`src/rtl/wdg_pkg.sv`:
```
`timescale 1ns/1ps
package wdg_pkg;
  localparam int unsigned SEL_W = 3;
  typedef logic [SEL_W-1:0] wdg_sel_t;

  // Index of the last tick of a period: 2^(base+sel) - 1
  function automatic int unsigned wdg_last_tick(int unsigned base, wdg_sel_t sel);
    return (32'd1 << (base + 32'(sel))) - 32'd1;
  endfunction
endpackage

```
`src/rtl/wdg_prescaler.sv`:
```
`timescale 1ns/1ps
module wdg_prescaler #(
  parameter int unsigned PRESCALE = 4
) (
  input  logic clk,
  input  logic rst_n,
  input  logic clr,
  output logic tick
);
  localparam int unsigned PW = (PRESCALE > 1) ? $clog2(PRESCALE) : 1;

  generate
    if (PRESCALE <= 1) begin : g_bypass
      logic unused_ok;
      assign unused_ok = clr ^ rst_n ^ clk;
      assign tick = 1'b1;
    end else begin : g_div
      logic [PW-1:0] pre_q;
      logic          wrap;
      assign wrap = (pre_q == PW'(PRESCALE - 1));
      always_ff @(posedge clk or negedge rst_n) begin
        if (!rst_n)            pre_q <= '0;
        else if (clr || wrap)  pre_q <= '0;
        else                   pre_q <= pre_q + PW'(1);
      end
      assign tick = wrap && !clr;

      AST_PRE_IN_RANGE: assert property (@(posedge clk) disable iff (!rst_n)
        pre_q <= PW'(PRESCALE - 1));
      AST_PRE_CLEARS: assert property (@(posedge clk) disable iff (!rst_n)
        clr |=> (pre_q == '0));
    end
  endgenerate
endmodule

```
`src/rtl/wdg_ctrl.sv`:
```
`timescale 1ns/1ps
module wdg_ctrl
  import wdg_pkg::*;
#(
  parameter int unsigned UNLOCK_WIN = 4
) (
  input  logic     clk,
  input  logic     rst_n,
  input  logic     wr,
  input  logic     unlock,
  input  logic     run,
  input  wdg_sel_t sel_in,
  output logic     en_q,
  output wdg_sel_t sel_q,
  output logic     win_open,
  output logic     sel_accept
);
  localparam int unsigned WW = $clog2(UNLOCK_WIN + 1);

  logic [WW-1:0] win_q;
  logic          arm;

  assign arm        = wr && unlock && run;
  assign win_open   = (win_q != '0);
  assign sel_accept = wr && win_open;

  always_ff @(posedge clk or negedge rst_n) begin
    if (!rst_n) begin
      en_q  <= 1'b0;
      sel_q <= '0;
      win_q <= '0;
    end else if (wr) begin
      if (run)           en_q <= 1'b1;
      else if (win_open) en_q <= 1'b0;
      if (win_open)      sel_q <= sel_in;
      win_q <= arm ? WW'(UNLOCK_WIN) : '0;
    end else if (win_open) begin
      win_q <= win_q - WW'(1);
    end
  end

  AST_WIN_BOUND: assert property (@(posedge clk) disable iff (!rst_n)
    win_q <= WW'(UNLOCK_WIN));
  AST_LOCKED_RUN_HOLD: assert property (@(posedge clk) disable iff (!rst_n)
    (wr && !run && !win_open) |=> (en_q == $past(en_q)));
  AST_LOCKED_SEL_HOLD: assert property (@(posedge clk) disable iff (!rst_n)
    (wr && !win_open) |=> (sel_q == $past(sel_q)));
  AST_RUN_SET_ANYTIME: assert property (@(posedge clk) disable iff (!rst_n)
    (wr && run) |=> en_q);
  AST_WIN_SINGLE_USE: assert property (@(posedge clk) disable iff (!rst_n)
    (wr && !arm) |=> !win_open);
endmodule

```
`src/rtl/wdg_counter.sv`:
```
`timescale 1ns/1ps
module wdg_counter
  import wdg_pkg::*;
#(
  parameter int unsigned BASE_EXP = 14
) (
  input  logic     clk,
  input  logic     rst_n,
  input  logic     en,
  input  wdg_sel_t sel,
  input  logic     tick,
  input  logic     restart,
  output logic     expire
);
  localparam int unsigned CW = BASE_EXP + 8;

  logic [CW-1:0] cnt_q;
  logic [CW-1:0] last;

  assign last   = CW'(wdg_last_tick(BASE_EXP, sel));
  assign expire = en && tick && !restart && (cnt_q == last);

  always_ff @(posedge clk or negedge rst_n) begin
    if (!rst_n)                 cnt_q <= '0;
    else if (restart || expire) cnt_q <= '0;
    else if (tick)              cnt_q <= cnt_q + CW'(1);
  end

  AST_CNT_BELOW_LIMIT: assert property (@(posedge clk) disable iff (!rst_n)
    cnt_q <= last);
  AST_CNT_HELD_OFF: assert property (@(posedge clk) disable iff (!rst_n)
    !en |=> (cnt_q == '0));
endmodule

```
`src/rtl/wdog_guard.sv`:
```
`timescale 1ns/1ps
module wdog_guard
  import wdg_pkg::*;
#(
  parameter int unsigned PRESCALE   = 4,
  parameter int unsigned BASE_EXP   = 14,
  parameter int unsigned UNLOCK_WIN = 4
) (
  input  logic       clk,
  input  logic       rst_n,
  input  logic       cfg_wr,
  input  logic       cfg_unlock,
  input  logic       cfg_run,
  input  logic [2:0] cfg_sel,
  input  logic       kick,
  input  logic       cause_clr,
  output logic       wd_rst_req,
  output logic       wd_cause,
  output logic       cfg_run_q,
  output logic [2:0] cfg_sel_q
);
  // named internal events
  logic     en;
  wdg_sel_t sel;
  logic     win_open;
  logic     sel_accept;
  logic     restart;
  logic     tick;
  logic     expire;

  wdg_ctrl #(.UNLOCK_WIN(UNLOCK_WIN)) u_ctrl (
    .clk(clk), .rst_n(rst_n), .wr(cfg_wr), .unlock(cfg_unlock),
    .run(cfg_run), .sel_in(cfg_sel), .en_q(en), .sel_q(sel),
    .win_open(win_open), .sel_accept(sel_accept)
  );

  assign restart = kick || sel_accept || !en;

  wdg_prescaler #(.PRESCALE(PRESCALE)) u_pre (
    .clk(clk), .rst_n(rst_n), .clr(restart), .tick(tick)
  );

  wdg_counter #(.BASE_EXP(BASE_EXP)) u_cnt (
    .clk(clk), .rst_n(rst_n), .en(en), .sel(sel), .tick(tick),
    .restart(restart), .expire(expire)
  );

  always_ff @(posedge clk or negedge rst_n) begin
    if (!rst_n) begin
      wd_rst_req <= 1'b0;
      wd_cause   <= 1'b0;
    end else begin
      wd_rst_req <= expire;
      if (expire)         wd_cause <= 1'b1;
      else if (cause_clr) wd_cause <= 1'b0;
    end
  end

  assign cfg_run_q = en;
  assign cfg_sel_q = sel;

  AST_REQ_ONE_CYCLE: assert property (@(posedge clk) disable iff (!rst_n)
    wd_rst_req |=> !wd_rst_req);
  AST_NO_REQ_DISABLED: assert property (@(posedge clk) disable iff (!rst_n)
    !en |=> !wd_rst_req);
  AST_KICK_SUPPRESSES: assert property (@(posedge clk) disable iff (!rst_n)
    kick |=> !wd_rst_req);
  AST_ACCEPT_NO_REQ: assert property (@(posedge clk) disable iff (!rst_n)
    sel_accept |=> !wd_rst_req);
  AST_CAUSE_ON_REQ: assert property (@(posedge clk) disable iff (!rst_n)
    wd_rst_req |-> wd_cause);
  AST_CAUSE_STICKY: assert property (@(posedge clk) disable iff (!rst_n)
    (wd_cause && !cause_clr) |=> wd_cause);
  AST_CAUSE_ONLY_BY_REQ: assert property (@(posedge clk) disable iff (!rst_n)
    $rose(wd_cause) |-> wd_rst_req);
endmodule

```
`config.mk`:
```
export PLATFORM = sky130hd
export DESIGN_NAME = wdog_guard
export DESIGN_NICKNAME = d
export VERILOG_FILES = /design/src/rtl/wdg_pkg.sv /design/src/rtl/wdg_prescaler.sv /design/src/rtl/wdg_ctrl.sv /design/src/rtl/wdg_counter.sv /design/src/rtl/wdog_guard.sv
export SDC_FILE = /design/constraint.sdc
export NUM_CORES = 1
export LEC_CHECK = 0
export BUFFER_PORTS_ARGS = -buffer_cell sky130_fd_sc_hd__clkbuf_2
export CORE_ASPECT_RATIO = 1.5
export CORE_MARGIN = 2
export CORE_UTILIZATION = 59
export CTS_CLUSTER_DIAMETER = 50
export CTS_CLUSTER_SIZE = 14
export DETAILED_ROUTE_END_ITERATION = 16
export PLACE_DENSITY = 0.78
export SETUP_SLACK_MARGIN = 0.2
export SLEW_MARGIN = 20
export SYNTH_ARGS = -nofsm -noshare
export SYNTH_HDL_FRONTEND = slang
export SYNTH_SLANG_ARGS = --single-unit
```
`constraint.sdc`:
```
create_clock -name clk -period 5.95 [get_ports clk]
set_input_delay 1.19 -clock clk [delete_from_list [all_inputs] [get_ports clk]]
set_output_delay 1.19 -clock clk [all_outputs]
set_load 0.05 [all_outputs]
```
==> results.sh <==
export IMPL_diodes=0
export IMPL_clock_skew_ps=6.657
export IMPL_hold_violations=0
export IMPL_cts_setup_buffers=0
export IMPL_cts_sinks=33
export IMPL_hp_class="register to register"
export IMPL_synth_nets=223
export IMPL_die_w_um=53.67
export IMPL_syn_to_final_growth_pct=7.450
export IMPL_layout_commonest_cell="dfrtp_1"
export IMPL_syn_area_um2=2183
export IMPL_gp_congestion=0.7648
export IMPL_avgSynthCellArea_um2=10.70
export IMPL_fin_crit_sh_pct=53.25
export IMPL_viasPerCell=5.943
export IMPL_cap_violations=0
export IMPL_initial_utilization_pct=60.40
export IMPL_layout_min_cycle_time_ps=3168
export IMPL_antenna_found_initial=0
export IMPL_cts_hold_buf=0
export IMPL_numCtsBuffers=5
export IMPL_grt_pass1_vias=1512
export IMPL_dp_cells=256
export IMPL_drc=0
export IMPL_max_freq_ghz=0.3156
export IMPL_drt_iter0_markers=43
export IMPL_row_count=27
export IMPL_grt_pass1_wl_um=7196
export IMPL_finalWirelength_um=4097
export IMPL_clk_latency_ps=280
export IMPL_seq_area_frac_synth_pct=37.82
export IMPL_cts_tree="yes"
export IMPL_post_drt_wl_per_cell_um=15.52
export IMPL_drtPass1Iterations=4
export IMPL_path_max_fanout=16
export IMPL_drive_gt1_share_pct=25.79
export IMPL_num_vias=1569
export IMPL_crit_type="register to register"
export IMPL_endpoint_kind="register"
export IMPL_tns_ps=0
export IMPL_required_ps=6110
export IMPL_maxSlewViolCount=0
export IMPL_portBuffers=15
export IMPL_status="finished, final reports clean"
export IMPL_antenna_left=0
export IMPL_grtUsageTotal_pct=23.10
export IMPL_setup_viol=0
export IMPL_start_kind="register"
export IMPL_cts_resized=0
export IMPL_synth_main_ff_cell="dfrtp_1"
export IMPL_crit_arrival_ps=3320
export IMPL_place_hpwl_um=2951
export IMPL_cts_buffer_depth=2
export IMPL_yosys_warnings=0
export IMPL_ys_ff_latch=33
export IMPL_final_cells=264
export IMPL_grt_setup_unrepaired="no"
export IMPL_grt_max_degree=34
export IMPL_async_flop_share_pct=100.0
export IMPL_final_cell_mix="dfrtp_1 (33), xor2_1 (20), nor3_2 (19)"
export IMPL_p_leak_uw=0.0009979
export IMPL_power_density_nw_per_um2=355.3
export IMPL_die_h_um=78.51
export IMPL_synth_cell_types=49
export IMPL_nets=239
export IMPL_relSlewSlack_pct=44.69
export IMPL_core_um2=3615
export IMPL_pin_count=16
export IMPL_synthCells=204
export IMPL_overflow=0
export IMPL_worst_hold_slack_ps=436.4
export IMPL_synth_edf_count=0
export IMPL_dieArea_um2=4213
export IMPL_cts_clk_slew_worst_paths_ps=70
export IMPL_htreeDepth=2
export IMPL_peakVddDrop_v=0.0003671
export IMPL_clockRootBuffer="clkbuf_8"
export IMPL_tightest_slew_ps=829.6
==> synth_stat cells (2+ instances only) <==
library cell / instances / share of area (%)
nor2_1: 5 / 0.86
nor2b_1: 3 / 0.86
and2_1: 2 / 0.57
and4_1: 2 / 0.80
mux2_2: 3 / 1.5
a211oi_1: 2 / 0.69
o311ai_0: 2 / 0.80
nor3_2: 19 / 8.7
a21oi_1: 9 / 2.1
nand4_1: 5 / 1.4
inv_1: 8 / 1.4
dfrtp_1: 33 / 38
nand3_1: 11 / 2.5
ha_1: 9 / 5.2
xor2_1: 20 / 8.0
nor3_1: 4 / 0.92
nand2b_1: 6 / 1.7
and3_1: 3 / 0.86
xnor2_1: 8 / 3.2
buf_6: 6 / 3.1
nand2_1: 12 / 2.1
o21ai_0: 5 / 1.1
==> layout make-up <==
| cell class | count | area (µm²) |
|---|---|---|
| fill | 305 | 1269 |
| multi-input combinational | 153 | 1207 |
| sequential | 33 | 825.8 |
| timing repair buffer | 19 | 112.6 |
| clock buffer | 7 | 86.33 |
| tap | 43 | 53.80 |
| clock inverter | 1 | 30.03 |
| inverter | 8 | 30.03 |
==> worst max-delay path, cell delays in order (launching register included) <==
cell,delay [ps]
dfrtp_1,630
inv_1,90
ha_1,470
nor4b_4,330
xnor2_1,130
a2111oi_4,330
o221ai_2,190
nor3_4,430
buf_6,220
buf_6,170
nor3_2,50
==> worst paths after layout <==
kind                                            from                   end  slack, ps  depth (start not counted)
worst max-delay path                 u_ctrl.sel_q[1]        u_cnt.cnt_q[4]       2780                         10
worst min-delay path            u_pre.g_div.pre_q[0]  u_pre.g_div.pre_q[0]        440                          1
worst max register to register       u_ctrl.sel_q[1]        u_cnt.cnt_q[4]       2780                         10
worst min register to register  u_pre.g_div.pre_q[0]  u_pre.g_div.pre_q[0]        440                          1
max in group asynchronous                      rst_n       u_ctrl.win_q[1]       4430                          1
min in group asynchronous                      rst_n        u_cnt.cnt_q[9]        990                          1
==> registers in the layout, indices dropped and copies added, names as in the netlist <==
signal and count:
u_cnt.cnt_q 22, u_ctrl.en_q 1, u_ctrl.sel_q 3, u_ctrl.win_q 3, u_pre.g_div.pre_q 2, wd_cause 1
wd_rst_req 1
==> stage by stage <==
stage          power, µW  worst slack (ps)  area [µm²]  utilization (%)
6_report           833.4              2782        2346            64.90
5_1_grt            876.4              2553        2346            64.90
4_1_cts            840.1              2796        2346            64.90
3_5_place_dp       621.2              2666        2230            61.68
3_3_place_gp       616.5              2414        2207            61.06
2_1_floorplan      591.4              3036        2183                -
==> metal layers <==
metal	up-vias	wire [µm]	GRT usage, %
met1	764	1814	32.11
li1	756	-	-
met4	0	112	10.00
met3	10	126	3.612
met2	39	2045	35.00
met5	-	0	0
==> power by group <==
group | internal [µW] | switching [µW] | leakage, µW | total (µW)
registers | 248 | 36.8 | 0.000448 | 284
logic | 116 | 218 | 0.000492 | 333
clock network | 136 | 79.4 | 0.0000585 | 216
total | 500 | 334 | 0.000998 | 833
==> logic make-up (layout without fill, tap and decap cells) <==
| group | after synthesis | after routing | synth area share [%] |
|---|---|---|---|
| XOR/XNOR | 28 | 28 | 11.23 |
| AND/OR/NAND/NOR | 84 | 84 | 27.11 |
| multiplexers | 4 | 4 | 2.006 |
| flip-flops | 33 | 33 | 37.82 |
| AO/OA/AOI/OAI | 28 | 28 | 9.800 |
| buffers and inverters | 18 | 35 | 6.877 |
| adder cells (fa/ha/maj) | 9 | 9 | 5.158 |
Note: power is estimated with default switching activity, not from simulation.
